## src/rtl/extirq_pkg.sv

```systemverilog
package extirq_pkg;

  typedef enum logic [1:0] {
    PH_Q1 = 2'd0,
    PH_Q2 = 2'd1,
    PH_Q3 = 2'd2,
    PH_Q4 = 2'd3
  } phase_t;

  typedef enum logic [2:0] {
    SQ_RUN   = 3'd0,
    SQ_LONG2 = 3'd1,
    SQ_DUM1  = 3'd2,
    SQ_DUM2  = 3'd3,
    SQ_SLEEP = 3'd4
  } seq_t;

  // Qualifying edge for the selected polarity.
  function automatic logic edge_valid(input logic rise, input logic now_v, input logic was_v);
    return rise ? (now_v & ~was_v) : (~now_v & was_v);
  endfunction

  function automatic phase_t phase_next(input phase_t p);
    return phase_t'(p + 2'd1);
  endfunction

endpackage

```

## src/rtl/qphase_gen.sv

```systemverilog
module qphase_gen
  import extirq_pkg::*;
(
  input  logic   clk,
  input  logic   rst_n,
  output phase_t phase,
  output logic   q1_now,
  output logic   q4_now
);

  always_ff @(posedge clk or negedge rst_n) begin
    if (!rst_n) phase <= PH_Q1;
    else        phase <= phase_next(phase);
  end

  assign q1_now = (phase == PH_Q1);
  assign q4_now = (phase == PH_Q4);

endmodule

```

## src/rtl/pin_edge_sync.sv

```systemverilog
module pin_edge_sync
  import extirq_pkg::*;
#(
  parameter int STAGES = 2
) (
  input  logic clk,
  input  logic pin,
  input  logic rise_sel,
  output logic edge_hit
);

  localparam int LAST = STAGES - 1;

  logic [STAGES-1:0] chain;
  logic              prev;

  // Plain shift register; the bench holds the pin steady through reset.
  always_ff @(posedge clk) begin
    chain[0] <= pin;
    for (int i = 1; i < STAGES; i++) chain[i] <= chain[i-1];
    prev <= chain[LAST];
  end

  assign edge_hit = edge_valid(rise_sel, chain[LAST], prev);

endmodule

```

## src/rtl/irq_flag_latch.sv

```systemverilog
module irq_flag_latch (
  input  logic clk,
  input  logic rst_n,
  input  logic set_ev,
  input  logic clr,
  output logic flag
);

  // A set at the same edge as a clear wins.
  always_ff @(posedge clk or negedge rst_n) begin
    if (!rst_n)      flag <= 1'b0;
    else if (set_ev) flag <= 1'b1;
    else if (clr)    flag <= 1'b0;
  end

endmodule

```

## src/rtl/vec_sequencer.sv

```systemverilog
module vec_sequencer
  import extirq_pkg::*;
#(
  parameter int PC_W       = 11,
  parameter int VEC_ADDR   = 4,
  parameter int RESET_ADDR = 0
) (
  input  logic            clk,
  input  logic            rst_n,
  input  logic            q1_now,
  input  logic            q4_now,
  input  logic            flag,
  input  logic            src_en,
  input  logic            glb_en,
  input  logic            sleep_req,
  input  logic            long_op,
  output logic [PC_W-1:0] fetch_pc,
  output logic [PC_W-1:0] ret_pc,
  output logic            exec_stb,
  output logic            vec_taken,
  output logic            wake,
  output logic            in_dummy,
  output logic            asleep,
  output logic            take_req
);

  localparam logic [PC_W-1:0] VEC_PC = PC_W'(VEC_ADDR);
  localparam logic [PC_W-1:0] RST_PC = PC_W'(RESET_ADDR);

  function automatic logic [PC_W-1:0] pc_step(input logic [PC_W-1:0] p);
    return p + PC_W'(1);
  endfunction

  seq_t st;
  logic glb_mask, glb_eff, wake_req;
  logic s_take, s_wake, s_gie, s_sleep, s_long, carry;

  assign glb_eff  = glb_en & ~glb_mask;
  assign take_req = flag & src_en & glb_eff;
  assign wake_req = flag & src_en;

  // Q1 sample of everything the cycle's decision uses.
  always_ff @(posedge clk or negedge rst_n) begin
    if (!rst_n) begin
      s_take  <= 1'b0;
      s_wake  <= 1'b0;
      s_gie   <= 1'b0;
      s_sleep <= 1'b0;
      s_long  <= 1'b0;
    end else if (q1_now) begin
      s_take  <= take_req;
      s_wake  <= wake_req;
      s_gie   <= glb_eff;
      s_sleep <= sleep_req;
      s_long  <= long_op;
    end
  end

  // Global enable masked from vector entry until software drops it.
  always_ff @(posedge clk or negedge rst_n) begin
    if (!rst_n)                          glb_mask <= 1'b0;
    else if (q4_now && st == SQ_DUM2)    glb_mask <= 1'b1;
    else if (!glb_en)                    glb_mask <= 1'b0;
  end

  // Cycle-end decision at the Q4 edge.
  always_ff @(posedge clk or negedge rst_n) begin
    if (!rst_n) begin
      st        <= SQ_RUN;
      fetch_pc  <= RST_PC;
      ret_pc    <= RST_PC;
      carry     <= 1'b0;
      vec_taken <= 1'b0;
    end else begin
      vec_taken <= q4_now && (st == SQ_DUM2);
      if (q4_now) begin
        case (st)
          SQ_RUN: begin
            if (s_long) begin
              st    <= SQ_LONG2;
              carry <= s_take;
            end else if (s_take) begin
              fetch_pc <= pc_step(fetch_pc);
              ret_pc   <= pc_step(fetch_pc);
              st       <= SQ_DUM1;
            end else if (s_sleep) begin
              fetch_pc <= pc_step(fetch_pc);
              st       <= SQ_SLEEP;
            end else begin
              fetch_pc <= pc_step(fetch_pc);
            end
          end
          SQ_LONG2: begin
            fetch_pc <= pc_step(fetch_pc);
            carry    <= 1'b0;
            if (carry) begin
              ret_pc <= pc_step(fetch_pc);
              st     <= SQ_DUM2;
            end else if (s_take) begin
              ret_pc <= pc_step(fetch_pc);
              st     <= SQ_DUM1;
            end else begin
              st <= SQ_RUN;
            end
          end
          SQ_DUM1: st <= SQ_DUM2;
          SQ_DUM2: begin
            fetch_pc <= VEC_PC;
            st       <= SQ_RUN;
          end
          SQ_SLEEP: begin
            if (s_wake) begin
              if (s_gie) begin
                ret_pc <= fetch_pc;
                st     <= SQ_DUM1;
              end else begin
                st <= SQ_RUN;
              end
            end
          end
          default: st <= SQ_RUN;
        endcase
      end
    end
  end

  assign in_dummy = (st == SQ_DUM1) || (st == SQ_DUM2);
  assign asleep   = (st == SQ_SLEEP);
  assign wake     = asleep & wake_req;
  assign exec_stb = q4_now & ((st == SQ_RUN) || (st == SQ_LONG2));

endmodule

```

## src/rtl/ext_irq_vector.sv

```systemverilog
module ext_irq_vector
  import extirq_pkg::*;
#(
  parameter int PC_W        = 11,
  parameter int VEC_ADDR    = 4,
  parameter int RESET_ADDR  = 0,
  parameter int SYNC_STAGES = 2
) (
  input  logic            clk,
  input  logic            rst_n,
  input  logic            int_pin,
  input  logic            rise_sel,
  input  logic            flag_clr,
  input  logic            src_en,
  input  logic            glb_en,
  input  logic            sleep_req,
  input  logic            long_op,
  output logic            int_flag,
  output logic            wake,
  output logic            vec_taken,
  output logic [PC_W-1:0] fetch_pc,
  output logic [PC_W-1:0] ret_pc,
  output logic            exec_stb,
  output logic [1:0]      phase
);

  phase_t ph;
  logic   q1_now, q4_now;
  logic   edge_hit, in_dummy, asleep, take_req;

  qphase_gen u_phase (
    .clk    (clk),
    .rst_n  (rst_n),
    .phase  (ph),
    .q1_now (q1_now),
    .q4_now (q4_now)
  );

  pin_edge_sync #(.STAGES(SYNC_STAGES)) u_sync (
    .clk      (clk),
    .pin      (int_pin),
    .rise_sel (rise_sel),
    .edge_hit (edge_hit)
  );

  irq_flag_latch u_flag (
    .clk    (clk),
    .rst_n  (rst_n),
    .set_ev (edge_hit),
    .clr    (flag_clr),
    .flag   (int_flag)
  );

  vec_sequencer #(
    .PC_W       (PC_W),
    .VEC_ADDR   (VEC_ADDR),
    .RESET_ADDR (RESET_ADDR)
  ) u_seq (
    .clk       (clk),
    .rst_n     (rst_n),
    .q1_now    (q1_now),
    .q4_now    (q4_now),
    .flag      (int_flag),
    .src_en    (src_en),
    .glb_en    (glb_en),
    .sleep_req (sleep_req),
    .long_op   (long_op),
    .fetch_pc  (fetch_pc),
    .ret_pc    (ret_pc),
    .exec_stb  (exec_stb),
    .vec_taken (vec_taken),
    .wake      (wake),
    .in_dummy  (in_dummy),
    .asleep    (asleep),
    .take_req  (take_req)
  );

  assign phase = ph;

endmodule

```

## config.mk

```make
export PLATFORM = sky130hd
export DESIGN_NAME = ext_irq_vector
export DESIGN_NICKNAME = d
export VERILOG_FILES = /design/src/rtl/extirq_pkg.sv /design/src/rtl/qphase_gen.sv /design/src/rtl/pin_edge_sync.sv /design/src/rtl/irq_flag_latch.sv /design/src/rtl/vec_sequencer.sv /design/src/rtl/ext_irq_vector.sv
export SDC_FILE = /design/constraint.sdc
export NUM_CORES = 1
export LEC_CHECK = 0
export ABC_AREA = 1
export BUFFER_PORTS_ARGS = -buffer_cell sky130_fd_sc_hd__buf_4
export CORE_ASPECT_RATIO = 1.5
export CORE_UTILIZATION = 50
export CTS_CLUSTER_SIZE = 25
export DETAILED_ROUTE_END_ITERATION = 6
export PLACE_DENSITY = 0.78
export SLEW_MARGIN = 30
export SYNTH_ARGS = -nofsm -noshare
export SYNTH_HDL_FRONTEND = slang
export SYNTH_HIERARCHICAL = 1
export SYNTH_SLANG_ARGS = --single-unit
```

## constraint.sdc

```tcl
create_clock -name clk -period 2.1 [get_ports clk]
set_input_delay 0.525 -clock clk [delete_from_list [all_inputs] [get_ports clk]]
set_output_delay 0.525 -clock clk [all_outputs]
set_load 0.05 [all_outputs]
```

==> impl_metrics.py, run 1 <==
metrics = {
    "synth": {
        "synth_top_area_share_pct": 45.1,
        "syn_avg_cell_area_um2": 7.95,
        "synth_edf_count": 0,
        "postSynthCellCount": 251,
        "ys_ff_latch": 39,
        "synthDistinctLibCells": 31,
        "yosysSeqAreaShare_pct": 48.2,
        "syn_nets": 263,
        "ys.flop_type": "dfrtp_1",
        "post-synth-top-area-cell": "dfrtp_1",
        "synthTopCellsByArea": "dfrtp_1 45%, nand2_1 18%, o21ai_0 5.5%",
        "yosysMostFrequentCell": "nand2_1",
        "async_reset_ff_share_pct": 92.3,
        "netlist_area_um2": 2000,
        "ys_warn_count": 6,
        "synthTopCellsByCount": "94 x nand2_1, 36 x dfrtp_1, 26 x inv_1",
    },
    "placed_design": {
        "io_buffers": 36,
        "dp_hpwl_um": 3240,
        "placed_area_um2": 2290,
        "gp_congestion": 0.893,
    },
    "grt": {
        "antenna_found_initial": 0,
        "grt_max_degree": 37,
        "overflow": 0,
        "grt_pass1_wl_um": 7390,
        "grt_pass1_vias": 1729,
        "grtUsageTotal_pct": 24.2,
    },
    "setup_path": {
        "rrSetupSlack_ps": 460,
        "reg2reg_from": "u_seq/st[0]",
        "crit_type": "flip-flop to output pin",
        "critPathLaunch": "u_phase/phase[0]",
        "path_max_fanout": 5,
        "crit_path_end_kind": "output pin",
        "cp_data_arrival_time_ps": 1400,
        "start_kind": "flip-flop",
        "critPathRequiredTime_ps": 1570,
    },
    "finish": {
        "postLayoutCoreUtil_pct": 64.1,
        "stdcell_area_um2": 2400,
        "antenna_cells": 0,
        "layout-drive-gt1-share_pct": 22.4,
        "fill_cells": 333,
        "nets": 301,
        "synthToLayoutAreaGrowth_pct": 20.5,
    },
    "timing": {
        "rsz0062_at_grt": "false",
        "finalCriticalPeriod_ps": 1930,
        "tns_ps": 0,
        "maxSlewViolCount": 0,
        "slew_headroom_pct": 69.1,
        "period_share_pct": 91.8,
        "fin_skew_ps": 5.99,
        "tightest_slew_ps": 463,
        "setup-violations-final": 0,
        "hold_viol": 0,
        "max_freq_mhz": 519,
    },
    "floorplan": {
        "start_util_pct": 53.2,
        "dieArea_um2": 4250,
        "die_x_um": 53.6,
        "io_pins": 37,
        "fp.dieH_um": 79.4,
        "coreArea_um2": 3750,
        "rows": 27,
    },
    "route": {
        "drtAntennaViolNets": 0,
        "drc": 0,
        "drtPass1Iterations": 4,
        "first_iter_violations": 43,
        "num_vias": 1775,
        "via_per_inst": 5.33,
        "drt_wl_total_um": 4360,
        "wl_per_cell_um": 13.1,
    },
    "pwr": {
        "irDropWorstVdd_v": 0.000855,
        "total_power_mw": 2.74,
        "p_per_area_nw_per_um2": 1140,
        "p_leak_nw": 1.27,
    },
    "clock_network": {
        "postCtsHoldBufs": 0,
        "numCtsBuffers": 5,
        "clock_sinks": 39,
        "cts_root_buf": "clkbuf_8",
        "clock_path_buffers": 2,
        "cts_tree": "yes",
        "clk_latency_ps": 290,
        "path_clk_slew_ps": 80,
        "cts_setup_buffers": 0,
        "cts.repair.resized": 0,
        "htree_levels": 2,
    },
    "status": {
        "outcome": "finished clean",
    },
    "flow_run": {
        "drv_cap": 0,
    },
    "worst_hold_path": {
        "min_path_type": "primary input to asynchronous set/reset pin",
    },
}
area by class of cell:
type	count	area (um^2)	area share, %
sequential	39	961	40.0
multi-input combinational	177	890	37.0
timing repair buffer	36	270	11.2
inverter	30	113	4.68
clock buffer	6	82.6	3.43
tap	43	53.8	2.24
clock inverter	2	35.0	1.46
layer usage:
layer | track usage (%) | routed length [um] | share of wire (%) | up-vias
li1 | - | - | - | 866
met1 | 24.5 | 1660 | 38 | 832
met2 | 42.3 | 2300 | 53 | 61
met3 | 6.29 | 229 | 5.2 | 16
met4 | 14.2 | 175 | 4.0 | 0
met5 | 0 | 0 | 0 | -
worst max-delay path, stage by stage, from the launching register on:
cell	delay, ps
dfrtp_1	390
ha_1	270
inv_1	90
nor2_2	150
buf_4	210
logic make-up (layout without fill, tap and decap cells):
kind of cell               Yosys count  count (layout)  share of synthesized area, %
and+or+nand+nor                    138             138                          31.8
AOI/OAI and AO/OA                   32              32                          9.03
adders and majority gates            3               3                          1.88
buffers and inverters               35              74                          7.27
muxes                                1               1                         0.564
xor gates and xnor gates             3               3                          1.32
DFF                                 39              39                          48.2
cell usage in the layout (no fill, tap or decap):
master     netlist  final
a21oi_2          1      1
dfrtp_1         36     36
nand2_1         94     94
o211a_1          1      1
o21ai_2          1      1
nand2_2          3      3
nor2_4           6      6
inv_2            4      4
nor3_1           1      1
nand2_4          3      3
ha_1             3      3
clkbuf_8         0      6
bufinv_16        0      1
nand3b_1         1      1
xor2_1           2      2
nand3_1         16     16
o22ai_1          2      2
dfxtp_1          3      3
a22oi_1          1      1
mux2_2           1      1
nor2_1           9      9
inv_1           26     26
clkinv_2         0      1
nor2_2           1      1
buf_4            1     36
nand4_1          3      3
xnor2_1          1      1
nand3_2          1      1
o211ai_1         1      1
o21ai_0         22     22
a21oi_1          3      3
sequential cells by signal, summed over array words and instances, names as in the netlist, 2 cells and up:
name and flops:
u_seq/ret_pc 11, u_seq/st 3, u_sync/chain 2, u_phase/phase 2, u_seq/fetch_pc 11
final timing paths:
path / endpoint / cells past startpoint
max: exec_stb / 4
min: u_seq/fetch_pc[7] / 1
max reg2reg: u_seq/ret_pc[0] / 8
min reg2reg: u_sync/chain[1] / 0
max in group asynchronous: u_seq/ret_pc[1] / 1
min in group clk: u_sync/chain[0] / 1
power by group:
part	leakage [nW]	internal, mW	switching [mW]	total (mW)
sequential	0.495	0.880	0.166	1.05
combinational	0.713	0.316	0.736	1.05
clock	0.0612	0.384	0.258	0.643
total	1.27	1.58	1.16	2.74
per-stage QoR:
step / std cells / hold WS [ps] / setup WS, ps
global route: 333 / 209 / 78.9
CTS: 333 / 189 / 151
global placement: 325 / 311 / 492
finish: 333 / 165 / 172
floorplan: 251 / 229 / 48.5
detailed placement: 325 / 320 / 477
(Power assumes the default switching activity.)
==> inputs of run 2 (changes only) <==
--- a/config.mk
+++ b/config.mk
@@ -8,10 +8,10 @@
 export ABC_AREA = 1
 export BUFFER_PORTS_ARGS = -buffer_cell sky130_fd_sc_hd__buf_4
 export CORE_ASPECT_RATIO = 1.5
-export CORE_UTILIZATION = 50
+export CORE_UTILIZATION = 55
 export CTS_CLUSTER_SIZE = 25
 export DETAILED_ROUTE_END_ITERATION = 6
-export PLACE_DENSITY = 0.78
+export PLACE_DENSITY = 0.84
 export SLEW_MARGIN = 30
 export SYNTH_ARGS = -nofsm -noshare
 export SYNTH_HDL_FRONTEND = slang
==> run 2 against run 1 <==
Worst hold slack improved by 14 ps. Combinational power rose by 4%. Total power fell by 3.4%. Wire length rose by 1.4%. Global-route usage rose by 1.2 points. First-iteration DRC count increased by 120%. Via count increased by 1.2%. Critical path type unchanged. Die area fell by 8.8%. Count of clock-buffer cells in the layout up 1. Sequential power hardly changed. Register-to-register slack hardly changed. Clock power decreased by 20%.
==> impl_metrics.py, run 2 (synthesized netlist as in run 1, its figures left out) <==
metrics = {
    "timing": {
        "maxSlewViolCount": 0,
        "max_freq_mhz": 534,
        "tightest_slew_ps": 456,
        "fin_skew_ps": 9.41,
        "timing.hold.ws_ps": 179,
        "tns_ps": 0,
        "hold_viol": 0,
        "setup-violations-final": 0,
        "finalCriticalPeriod_ps": 1870,
        "slew_headroom_pct": 69.6,
        "period_share_pct": 89.2,
        "rsz0062_at_grt": "false",
    },
    "route": {
        "via_per_inst": 5.41,
        "drtPass1Iterations": 4,
        "wl_per_cell_um": 13.3,
        "drt_wl_total_um": 4420,
        "first_iter_violations": 94,
        "drc": 0,
        "drtAntennaViolNets": 0,
        "num_vias": 1797,
    },
    "setup_path": {
        "cp_slowest_cell": "dfrtp_1",
        "critical_path.cell_chain": "ha_1, inv_1, nor2_2, buf_4",
        "cp_num_buf_inv": 2,
        "start_kind": "flip-flop",
        "crit_type": "flip-flop to output pin",
        "path_max_fanout": 5,
        "rrSetupSlack_ps": 470,
        "cp_data_arrival_time_ps": 1350,
        "crit_family": "flip-flops",
        "cpPeakStageDelay_ps": 380,
        "critPathRequiredTime_ps": 1570,
        "crit_path_end_kind": "output pin",
    },
    "finish": {
        "fill_cells": 306,
        "synthToLayoutAreaGrowth_pct": 19.1,
        "nets": 301,
        "multi_input_area_um2": 890,
        "layout-drive-gt1-share_pct": 22.1,
        "seqCellArea_um2": 961,
        "reg_top3": "u_seq/fetch_pc x11, u_seq/ret_pc x11, u_seq/st x3",
        "most-common-layout-cells": "94 x nand2_1, 36 x buf_4, 36 x dfrtp_1",
        "antenna_cells": 0,
        "final_common_cell": "nand2_1",
    },
    "floorplan": {
        "rows": 26,
        "start_util_pct": 57.9,
        "coreArea_um2": 3450,
        "die_x_um": 51.2,
        "fp.dieH_um": 75.8,
        "io_pins": 37,
        "dieArea_um2": 3880,
    },
    "pwr": {
        "p_leak_nw": 1.26,
        "p_per_area_nw_per_um2": 1110,
        "irDropWorstVdd_v": 0.000743,
    },
    "grt": {
        "grtUsageTotal_pct": 25.3,
        "antenna_found_initial": 0,
        "overflow": 0,
        "grt_pass1_wl_um": 7100,
        "use_met3_pct": 4.79,
        "grt_util_met2_pct": 49.6,
        "grt_most_used_layer": "met2",
        "grt_max_degree": 37,
        "grt_pass1_vias": 1754,
        "grtUsageMet1_pct": 24.9,
    },
    "flow_run": {
        "drv_cap": 0,
    },
    "status": {
        "outcome": "finished clean",
    },
    "placed_design": {
        "gp_congestion": 0.870,
        "io_buffers": 36,
        "dp_hpwl_um": 3270,
    },
    "clock_network": {
        "clock_sinks": 39,
        "numCtsBuffers": 5,
        "htree_levels": 2,
        "cts_root_buf": "clkbuf_8",
        "clock_path_buffers": 2,
        "cts_tree": "yes",
        "cts_setup_buffers": 0,
        "path_clk_slew_ps": 80,
        "cts.repair.resized": 0,
        "postCtsHoldBufs": 0,
        "clk_latency_ps": 290,
    },
    "worst_hold_path": {
        "min_path_type": "primary input to asynchronous set/reset pin",
    },
}
==> run 2: changes by cell type in the layout (fill, tap and decap cells not counted), sizes merged <==
cell    change
bufinv      -1
clkbuf      +1
==> run 2: through the flow <==
stage / utilization, % / power (mW) / cell area, um^2 / instances / setup slack (ps)
global route: 68.9 / 2.78 / 2380 / 332 / 102
global placement: 66.3 / 2.13 / 2290 / 324 / 486
CTS: 68.9 / 2.66 / 2380 / 332 / 216
detailed placement: 66.3 / 2.14 / 2290 / 324 / 479
floorplan: - / 1.83 / 2000 / 251 / 48.5
finish: 68.9 / 2.65 / 2380 / 332 / 228
==> run 2: cell type report <==
class / count / area share, %
well taps: 42 / 2.21
multi-input cells: 177 / 37.4
inverters: 30 / 4.74
repair buffers: 36 / 11.4
flip-flops and latches: 39 / 40.4
clock buffers: 7 / 3.63
clock inverters: 1 / 0.211
==> run 2: where the power goes <==
group	leakage, nW	internal, mW	switching, mW
sequential	0.495	0.881	0.165
clock	0.0482	0.265	0.252
combinational	0.713	0.318	0.768
==> run 2: final timing paths <==
kind,from,to,depth (start not counted)
setup / recovery,u_phase/phase[0],exec_stb,4
hold reg to reg,u_sync/chain[0],u_sync/chain[1],0
hold / removal,rst_n,u_seq/ret_pc[7],1
setup reg to reg,u_seq/st[0],u_seq/ret_pc[0],8
min in group clk,u_sync/chain[0],u_sync/chain[1],0
max in group asynchronous,rst_n,u_phase/phase[0],1
==> run 2: layer usage <==
metal	wire length, um	up-vias	share of wire [%]
met4	93	0	2.1
met5	0	-	0
met1	1700	847	38
met2	2400	67	54
li1	-	874	-
met3	224	9	5.1
==> run 2: worst reg2reg max path, cell delays in order, from the launching register on <==
cell     delay [ps]
dfrtp_1         450
nor2_4          200
nand2_1          80
nand2_1          80
o21ai_2          70
nor2_4          250
nand2_2         220
nand2_1         100
nand2_1          60
==> inputs of run 3 (changes only) <==
--- a/config.mk
+++ b/config.mk
@@ -5,9 +5,8 @@
 export SDC_FILE = /design/constraint.sdc
 export NUM_CORES = 1
 export LEC_CHECK = 0
-export ABC_AREA = 1
 export BUFFER_PORTS_ARGS = -buffer_cell sky130_fd_sc_hd__buf_4
-export CORE_ASPECT_RATIO = 1.5
+export CORE_ASPECT_RATIO = 1.25
 export CORE_UTILIZATION = 55
 export CTS_CLUSTER_SIZE = 25
 export DETAILED_ROUTE_END_ITERATION = 6
==> run 3 against run 2 <==
Sequential power is 5% lower. Worst setup slack worse by 170 ps. Clock power hardly changed. Die area is 1.0% higher. Cell area is 5.4% higher. Worst hold slack worse by 5.3 ps. Non-clock buffer count is 15 higher. Sequential share of layout area is 2.0 points lower. Final cell count is 11% lower. Via count is 1.2% higher. Largest power group unchanged.
==> impl_metrics.py, run 3 <==
metrics = {
    "timing": {
        "period_share_pct": 97.2,
        "finalCriticalPeriod_ps": 2040,
        "max_freq_mhz": 490,
        "fin_skew_ps": 7.82,
        "hold_viol": 0,
        "setup-violations-final": 0,
        "slew_headroom_pct": 56.1,
        "maxSlewViolCount": 0,
        "tightest_slew_ps": 642,
        "tns_ps": 0,
    },
    "clock_network": {
        "cts_tree": "yes",
        "postCtsHoldBufs": 0,
        "cts_root_buf": "clkbuf_8",
        "htree_levels": 2,
        "numCtsBuffers": 5,
        "clk_latency_ps": 300,
        "clock_sinks": 39,
        "clock_path_buffers": 2,
        "path_clk_slew_ps": 80,
    },
    "finish": {
        "layout-drive-gt1-share_pct": 27.5,
        "fill_cells": 278,
        "antenna_cells": 0,
        "synthToLayoutAreaGrowth_pct": 24.1,
        "most-common-layout-cells": "50 x buf_4, 35 x dfrtp_1, 20 x o21ai_0",
        "stdcell_area_um2": 2500,
        "nets": 266,
        "final_common_cell": "buf_4",
        "reg_top3": "u_seq/fetch_pc x11, u_seq/ret_pc x11, u_seq/st x3",
    },
    "setup_path": {
        "critPathRequiredTime_ps": 1570,
        "start_kind": "flip-flop",
        "crit_path_end_kind": "output pin",
        "cpPeakStageDelay_ps": 440,
        "cp_data_arrival_time_ps": 1520,
        "crit_family": "flip-flops",
        "crit_type": "flip-flop to output pin",
        "cp_num_buf_inv": 2,
        "cp_slowest_cell": "dfrtp_2",
        "path_max_fanout": 9,
        "critical_path.cell_chain": "buf_4, nand2b_2, nor3_2, buf_6",
    },
    "route": {
        "drtPass1Iterations": 4,
        "wl_per_cell_um": 15.7,
        "drc": 0,
        "drt_wl_total_um": 4620,
        "via_per_inst": 6.19,
        "num_vias": 1819,
        "drtAntennaViolNets": 0,
        "first_iter_violations": 92,
    },
    "flow_run": {
        "drv_cap": 0,
    },
    "grt": {
        "grt_max_degree": 37,
        "overflow": 0,
        "grt_pass1_wl_um": 7670,
        "antenna_found_initial": 0,
        "grtUsageTotal_pct": 25.0,
        "grt_pass1_vias": 1726,
    },
    "synth": {
        "netlist_area_um2": 2020,
        "ys_warn_count": 6,
        "postSynthCellCount": 211,
        "syn_avg_cell_area_um2": 9.56,
        "syn_nets": 223,
    },
    "floorplan": {
        "dieArea_um2": 3920,
        "rows": 24,
        "fp.dieH_um": 69.7,
        "die_x_um": 56.2,
        "coreArea_um2": 3480,
        "start_util_pct": 57.9,
        "io_pins": 37,
    },
    "placed_design": {
        "io_buffers": 36,
        "placed_area_um2": 2360,
        "gp_congestion": 0.851,
        "dp_hpwl_um": 3210,
    },
    "worst_hold_path": {
        "min_path_type": "primary input to asynchronous set/reset pin",
    },
    "status": {
        "outcome": "finished clean",
    },
    "pwr": {
        "p_leak_nw": 1.12,
        "p_per_area_nw_per_um2": 1060,
        "irDropWorstVdd_v": 0.00114,
    },
}
## run 3: cell types whose count changed in the layout (fill, tap and decap cells not counted), moves of 5 or more
| cell | previous run | this run |
|---|---|---|
| inv_1 | 26 | 15 |
| buf_4 | 36 | 50 |
| nand2_1 | 94 | 11 |
| a21oi_1 | 3 | 18 |
| nand3_1 | 16 | 8 |
| a22o_1 | 0 | 6 |
| nor2_4 | 6 | 0 |
| nand2b_1 | 0 | 5 |
## run 3: layer usage
metal / GRT usage [%] / routed length (um) / vias to the layer above
met3: 5.22 / 271 / 13
met2: 42.3 / 2390 / 65
met4: 13.0 / 115 / 0
met5: 0 / 0 / -
met1: 29.6 / 1850 / 869
li1: - / - / 872
## run 3: final cells by class
cell class | count | area, um^2 | area share, %
multi-input combinational | 142 | 957 | 38.2
inverter | 15 | 56.3 | 2.25
timing repair buffer | 51 | 387 | 15.4
tap | 39 | 48.8 | 1.95
clock buffer | 5 | 68.8 | 2.75
clock inverter | 3 | 25.0 | 0.999
sequential | 39 | 962 | 38.4
## run 3: what timing repair did
action | in CTS | in global routing
setup buffers | 0 | 4
cloned | 0 | 0
setup endpoints to repair | 1 | 4
pin swaps | 0 | 1
gates resized for setup | 1 | 4
## run 3: power breakdown
group,switching (mW),internal [mW],leakage [nW],total [mW]
Clock,0.282,0.237,0.0443,0.519
Combinational,0.716,0.430,0.577,1.15
Sequential,0.133,0.869,0.497,1.00
Total,1.13,1.54,1.12,2.67
## run 3: stage by stage
stage / hold WS, ps / power (mW) / util [%] / cells / setup slack [ps]
6_report: 173 / 2.67 / 71.9 / 294 / 59.7
5_1_grt: 198 / 2.82 / 71.9 / 294 / -4.49
4_1_cts: 179 / 2.67 / 70.5 / 290 / 26.7
3_5_place_dp: 329 / 2.14 / 67.8 / 282 / 126
3_3_place_gp: 310 / 2.12 / 67.8 / 282 / 192
2_1_floorplan: 229 / 1.76 / - / 211 / -129
## run 3: worst paths after layout
check | from | end | slack [ps] | cells past startpoint
setup / recovery | u_seq/st[1] | wake | 60 | 4
setup reg to reg | u_seq/st[1] | u_seq/ret_pc[10] | 150 | 4
min in group clk | int_pin | u_sync/chain[0] | 330 | 1
max in group asynchronous | rst_n | u_seq/st[1] | 1580 | 1
hold reg to reg | u_sync/chain[0] | u_sync/chain[1] | 340 | 0
hold / removal | rst_n | u_seq/fetch_pc[4] | 170 | 1
